$ cat config.mk
export PLATFORM = sky130hd
export DESIGN_NAME = ct_down_timer
export DESIGN_NICKNAME = d
export VERILOG_FILES = /design/src/rtl/ct_pkg.sv /design/src/rtl/ct_edge_sync.sv /design/src/rtl/ct_prescale.sv /design/src/rtl/ct_core.sv /design/src/rtl/ct_down_timer.sv
export SDC_FILE = /design/constraint.sdc
export NUM_CORES = 1
export LEC_CHECK = 0
export ABC_AREA = 1
export BUFFER_PORTS_ARGS = -buffer_cell sky130_fd_sc_hd__buf_2
export CAP_MARGIN = 30
export CELL_PAD_IN_SITES_DETAIL_PLACEMENT = 0
export CELL_PAD_IN_SITES_GLOBAL_PLACEMENT = 1
export CORE_MARGIN = 1.5
export CORE_UTILIZATION = 46
export CTS_CLUSTER_SIZE = 24
export DETAILED_ROUTE_END_ITERATION = 10
export PLACE_DENSITY_LB_ADDON = 0.15
export SYNTH_ARGS = -nofsm -noshare
export SYNTH_HDL_FRONTEND = slang
export SYNTH_SLANG_ARGS = --single-unit
$ cat constraint.sdc
create_clock -name clk -period 4.2 [get_ports clk]
set_input_delay 0.42 -clock clk [delete_from_list [all_inputs] [get_ports clk]]
set_output_delay 0.42 -clock clk [all_outputs]
set_load 0.05 [all_outputs]
$ cat src/rtl/ct_pkg.sv
package ct_pkg;
  localparam int unsigned CT_W = 16;

  typedef enum logic [1:0] {
    SRC_CHA  = 2'd0,
    SRC_CHB  = 2'd1,
    SRC_XTAL = 2'd2,
    SRC_EXT  = 2'd3
  } ct_src_e;

  // terminal condition: timer reloads on 1 (or a stray 0), counter flags 1->0 only
  function automatic logic ct_is_terminal(input logic [CT_W-1:0] c, input logic timer);
    if (timer) return (c <= CT_W'(1));
    return (c == CT_W'(1));
  endfunction

  // value after one step
  function automatic logic [CT_W-1:0] ct_step(input logic [CT_W-1:0] c,
                                              input logic [CT_W-1:0] pl,
                                              input logic timer);
    if (timer && c <= CT_W'(1)) return pl;
    return c - CT_W'(1);
  endfunction
endpackage

$ cat src/rtl/ct_edge_sync.sv
module ct_edge_sync #(
  parameter int unsigned STAGES = 2
) (
  input  logic clk,
  input  logic rst_n,
  input  logic async_in,
  output logic rise
);
  localparam int unsigned LEN = STAGES + 1;
  logic [LEN-1:0] sh_q;

  always_ff @(posedge clk or negedge rst_n) begin
    if (!rst_n) sh_q <= '0;
    else        sh_q <= {sh_q[LEN-2:0], async_in};
  end

  assign rise = sh_q[STAGES-1] & ~sh_q[STAGES];
endmodule

$ cat src/rtl/ct_prescale.sv
module ct_prescale #(
  parameter int unsigned DIV = 16
) (
  input  logic clk,
  input  logic rst_n,
  input  logic in_pulse,
  output logic out_pulse
);
  localparam int unsigned PW = (DIV > 2) ? $clog2(DIV) : 1;
  localparam logic [PW-1:0] LAST = PW'(DIV - 1);
  logic [PW-1:0] div_q;

  always_ff @(posedge clk or negedge rst_n) begin
    if (!rst_n)        div_q <= '0;
    else if (in_pulse) div_q <= (div_q == LAST) ? '0 : div_q + PW'(1);
  end

  assign out_pulse = in_pulse && (div_q == LAST);
endmodule

$ cat src/rtl/ct_core.sv
module ct_core
  import ct_pkg::*;
#(
  parameter logic [CT_W-1:0] PRESET = '1
) (
  input  logic            clk,
  input  logic            rst_n,
  input  logic            tick,
  input  logic            start_stb,
  input  logic            stop_stb,
  input  logic            ctl_wr,
  input  logic            ctl_cnt_mode,
  input  logic [CT_W-1:0] preload,
  output logic [CT_W-1:0] count,
  output logic            cnt_mode,
  output logic            running,
  output logic            ready,
  output logic            wave,
  output logic            step_evt,
  output logic            tc_evt,
  output logic            load_evt
);
  logic [CT_W-1:0] cnt_q;
  logic            mode_q, run_q, rdy_q, wave_q;
  logic            cmd_start, cmd_stop;

  // commands only act in counter mode and only when no control write competes
  assign cmd_stop  = !ctl_wr && mode_q && stop_stb;
  assign cmd_start = !ctl_wr && mode_q && start_stb && !stop_stb;
  assign load_evt  = (ctl_wr && !ctl_cnt_mode) || cmd_start;
  assign step_evt  = tick && run_q && !ctl_wr && !(mode_q && (start_stb || stop_stb));
  assign tc_evt    = step_evt && ct_is_terminal(cnt_q, !mode_q);

  always_ff @(posedge clk or negedge rst_n) begin
    if (!rst_n) begin
      cnt_q  <= PRESET;
      mode_q <= 1'b0;
      run_q  <= 1'b1;
      rdy_q  <= 1'b0;
      wave_q <= 1'b0;
    end else begin
      if (ctl_wr) begin
        mode_q <= ctl_cnt_mode;
        run_q  <= !ctl_cnt_mode;
      end else if (cmd_stop) begin
        run_q <= 1'b0;
      end else if (cmd_start) begin
        run_q <= 1'b1;
      end

      if (load_evt)      cnt_q <= preload;
      else if (step_evt) cnt_q <= ct_step(cnt_q, preload, !mode_q);

      if (tc_evt)        rdy_q <= 1'b1;
      else if (stop_stb) rdy_q <= 1'b0;

      if (tc_evt && !mode_q) wave_q <= ~wave_q;
    end
  end

  assign count    = cnt_q;
  assign cnt_mode = mode_q;
  assign running  = run_q;
  assign ready    = rdy_q;
  assign wave     = wave_q;
endmodule

$ cat src/rtl/ct_down_timer.sv
module ct_down_timer
  import ct_pkg::*;
#(
  parameter int unsigned      SYNC_STAGES = 2,
  parameter int unsigned      XTAL_DIV    = 16,
  parameter logic [CT_W-1:0]  PRESET      = 16'hFFFF
) (
  input  logic            clk,
  input  logic            rst_n,
  input  logic            src_cha,
  input  logic            src_chb,
  input  logic            src_xtal,
  input  logic            src_ext,
  input  logic [7:0]      wdata,
  input  logic            wr_hi,
  input  logic            wr_lo,
  input  logic            wr_ctl,
  input  logic            start_stb,
  input  logic            stop_stb,
  output logic [CT_W-1:0] count_rd,
  output logic            ready,
  output logic            ct_pin
);
  localparam int unsigned BYTE_W = CT_W / 2;
  localparam int unsigned NSRC   = 4;

  // preload byte registers and source select
  logic [BYTE_W-1:0] pl_hi_q, pl_lo_q;
  ct_src_e           src_q;
  logic [CT_W-1:0]   preload;

  always_ff @(posedge clk or negedge rst_n) begin
    if (!rst_n) begin
      pl_hi_q <= PRESET[CT_W-1:BYTE_W];
      pl_lo_q <= PRESET[BYTE_W-1:0];
      src_q   <= SRC_CHA;
    end else begin
      if (wr_hi)  pl_hi_q <= wdata;
      if (wr_lo)  pl_lo_q <= wdata;
      if (wr_ctl) src_q   <= ct_src_e'(wdata[1:0]);
    end
  end
  assign preload = {pl_hi_q, pl_lo_q};

  // synchronized rising edges of every source
  logic [NSRC-1:0] raw_src, src_rise, src_tick;
  assign raw_src = {src_ext, src_xtal, src_chb, src_cha};

  for (genvar g = 0; g < NSRC; g++) begin : g_src
    ct_edge_sync #(.STAGES(SYNC_STAGES)) u_sync (
      .clk     (clk),
      .rst_n   (rst_n),
      .async_in(raw_src[g]),
      .rise    (src_rise[g])
    );
    if (g == int'(SRC_XTAL)) begin : g_div
      ct_prescale #(.DIV(XTAL_DIV)) u_div (
        .clk      (clk),
        .rst_n    (rst_n),
        .in_pulse (src_rise[g]),
        .out_pulse(src_tick[g])
      );
    end else begin : g_direct
      assign src_tick[g] = src_rise[g];
    end
  end

  logic tick_sel;
  assign tick_sel = src_tick[src_q];

  // count engine
  logic [CT_W-1:0] count;
  logic cnt_mode, running, wave, step_evt, tc_evt, load_evt, rdy;

  ct_core #(.PRESET(PRESET)) u_core (
    .clk         (clk),
    .rst_n       (rst_n),
    .tick        (tick_sel),
    .start_stb   (start_stb),
    .stop_stb    (stop_stb),
    .ctl_wr      (wr_ctl),
    .ctl_cnt_mode(wdata[2]),
    .preload     (preload),
    .count       (count),
    .cnt_mode    (cnt_mode),
    .running     (running),
    .ready       (rdy),
    .wave        (wave),
    .step_evt    (step_evt),
    .tc_evt      (tc_evt),
    .load_evt    (load_evt)
  );

  assign count_rd = (cnt_mode && !running) ? count : '0;
  assign ready    = rdy;
  assign ct_pin   = cnt_mode ? rdy : wave;
endmodule

==> reports/metrics.csv <==
metric,value,unit
status,finished clean,
hold_viol,0,
rsz0062_at_grt,false,
worstPathArrival,1.79,ns
syn-cell-area,2960,um2
maxSlewViolCount,0,
path_class,reg -> out,
core_area,6280,um2
grt_pass1_wl,10900,um
via_count,2340,
yosys_register_bits,54,
grt_max_degree,55,
wl_per_cell,12.4,um
critical_path.top_delay_family,simple AND/OR/NAND/NOR gates,
cts_buffer_depth,2,
grtUsageTotal,19.5,%
antenna_cells,0,
drc_errors,0,
ir_drop,0.000233,V
yosysWarnings,0,
final_net_count,438,
power_density,505,nW/um2
globalplace.congestion,0.782,
place_hpwl,4620,um
cp-start-kind,flop,
cp.required,3.78,ns
area_growth,10.9,%
synth_nets,402,
htreeDepth,2,
cp_max_fo,16,
ctsHoldBuffers,0,
tightest_slew,0.675,ns
cts.repair.resized,0,
insertion_delay,0.31,ns
synth_seq_area_share,47.0,%
row_count,29,
routed_wl,6150,um
finalClockSkew,0.00629,ns
synth_cell_types,28,
cts_tree,done,
tns,0,ns
grt_antenna_before_repair,0,
min_period,2.21,ns
leakage,1.72,nW
drt_iter0_drc,104,
power,1.66,mW
die_w,83.2,um
maxCapViolCount,0,
path_cells,inv_1 > or2_2 > nor2_1 > buf_2,
viasPerCell,4.74,
cp_slowest_cell,or2_2,
postRouteAntennaNets,0,
syn_avg_cell_area,7.79,um2
fmax,0.453,GHz
grt_pass1_vias,2267,
maxSlewHeadroom,55.0,%
end_kind,output port,
synthCells,380,
max_stage_delay,0.45,ns
io_buffers,36,
fin_crit_sh,52.5,%
drive_gt1_share,25.7,%
setup_viol,0,
ios,37,
ys_top_cells_by_area,"dfstp_2, dfrtp_1, nand2_1",
start_util,47.2,%
drt-pass1-iter-count,4,
yosys.area.top_type_share,29.3,%
die-area,6930,um2
hp-class,in -> reg,
cts-root-buf,clkbuf_8,
die_y,83.2,um
post-cts-setup-buffers,0,
cts_sinks,54,
grt_overflow,0,
clk_pin_slew,0.10,ns
synth_top_cell_by_area,dfstp_2,
cts_buffers,5,
timing.critical_path.buf_inv,2,
sequential cells by signal (all words and copies together) (netlist names):
name / flops
pl_lo_q: 8
u_core.cnt_mode: 1
src_q: 2
u_core.count: 16
g_src.u_sync.sh_q: 12
pl_hi_q: 8
u_core.ready: 1
u_core.running: 1
u_core.wave: 1
g_src.g_div.u_div.div_q: 4
report_power, final:
group	leakage, nW	switching (mW)	internal [mW]	total [mW]
Sequential	0.597	0.0994	0.657	0.757
Clock	0.0502	0.181	0.124	0.305
Combinational	1.07	0.409	0.187	0.596
Total	1.72	0.689	0.968	1.66
Yosys cell counts, drive strengths merged:
cell type  number
clkbuf          3
dfstp          33
inv            55
clkinv          1
or2             1
nand2         135
xor2            4
o21ai          20
ha              3
a31oi           1
nand3          34
nand4           7
dfrtp          21
buf             5
a21oi           5
nor2           47
xnor2           1
nor2b           1
nand3b          3
metal layers:
layer  track usage (%)  vias up  part of all wire [%]
met3              3.08        4                   3.1
met5                 0        -                     0
met2              28.2       36                    42
li1                  -     1237                     -
met1              30.2     1063                    54
met4              5.45        0                  0.89
path summary, 6_finish.rpt:
path                                          from                 endpoint  slack [ns]  cells after the start
max                                u_core.cnt_mode             count_rd[12]        1.99                      4
min                                       src_xtal  g_src[2].u_sync.sh_q[0]        0.21                      1
max reg2reg                        u_core.count[0]          u_core.count[9]        2.10                     10
min reg2reg                g_src[2].u_sync.sh_q[0]  g_src[2].u_sync.sh_q[1]        0.36                      0
max in group asynchronous                    rst_n          u_core.cnt_mode        3.54                      2
min in group asynchronous                    rst_n  g_src[2].u_sync.sh_q[1]        0.22                      2
layout by cell type (no fill, tap or decap), drive strengths merged:
cell type / instances
nor2: 47
nand3b: 3
nand4: 7
clkbuf: 5
a31oi: 1
o21ai: 20
inv: 56
dfrtp: 21
a21oi: 5
or2: 1
ha: 3
nor2b: 1
nand2: 135
nand3: 34
dfstp: 33
clkinv: 3
buf: 37
xor2: 4
xnor2: 1
final cells by class:
cell class / instances / area, um2
fillers: 650 / 2990
flip-flops and latches: 54 / 1390
multi-input cells: 262 / 1300
inverters: 56 / 210
repair buffers: 37 / 188
well taps: 77 / 96.3
clock buffers: 5 / 68.8
clock inverters: 3 / 28.8
stage by stage:
| stage | cell area, um2 | hold slack, ns | worst slack, ns | std cells | util [%] |
|---|---|---|---|---|---|
| 2_1_floorplan | 2960 | 0.124 | 2.00 | 380 | - |
| 5_1_grt | 3280 | 0.186 | 1.84 | 494 | 52.3 |
| 6_report | 3280 | 0.207 | 1.99 | 494 | 52.3 |
| 4_1_cts | 3280 | 0.191 | 1.97 | 494 | 52.3 |
| 3_3_place_gp | 3190 | 0.332 | 2.19 | 486 | 50.8 |
| 3_5_place_dp | 3190 | 0.335 | 2.09 | 486 | 50.8 |
cell families (layout without fill, tap and decap cells):
family,Yosys count,after routing,synth area share (%)
fa+ha+maj,3,3,1.27
simple gates,228,228,36.2
flops,54,54,47.0
xor+xnor,5,5,1.48
compound gates,26,26,4.95
buf+inv,64,101,9.04
Power figures use the tool's default switching activity.
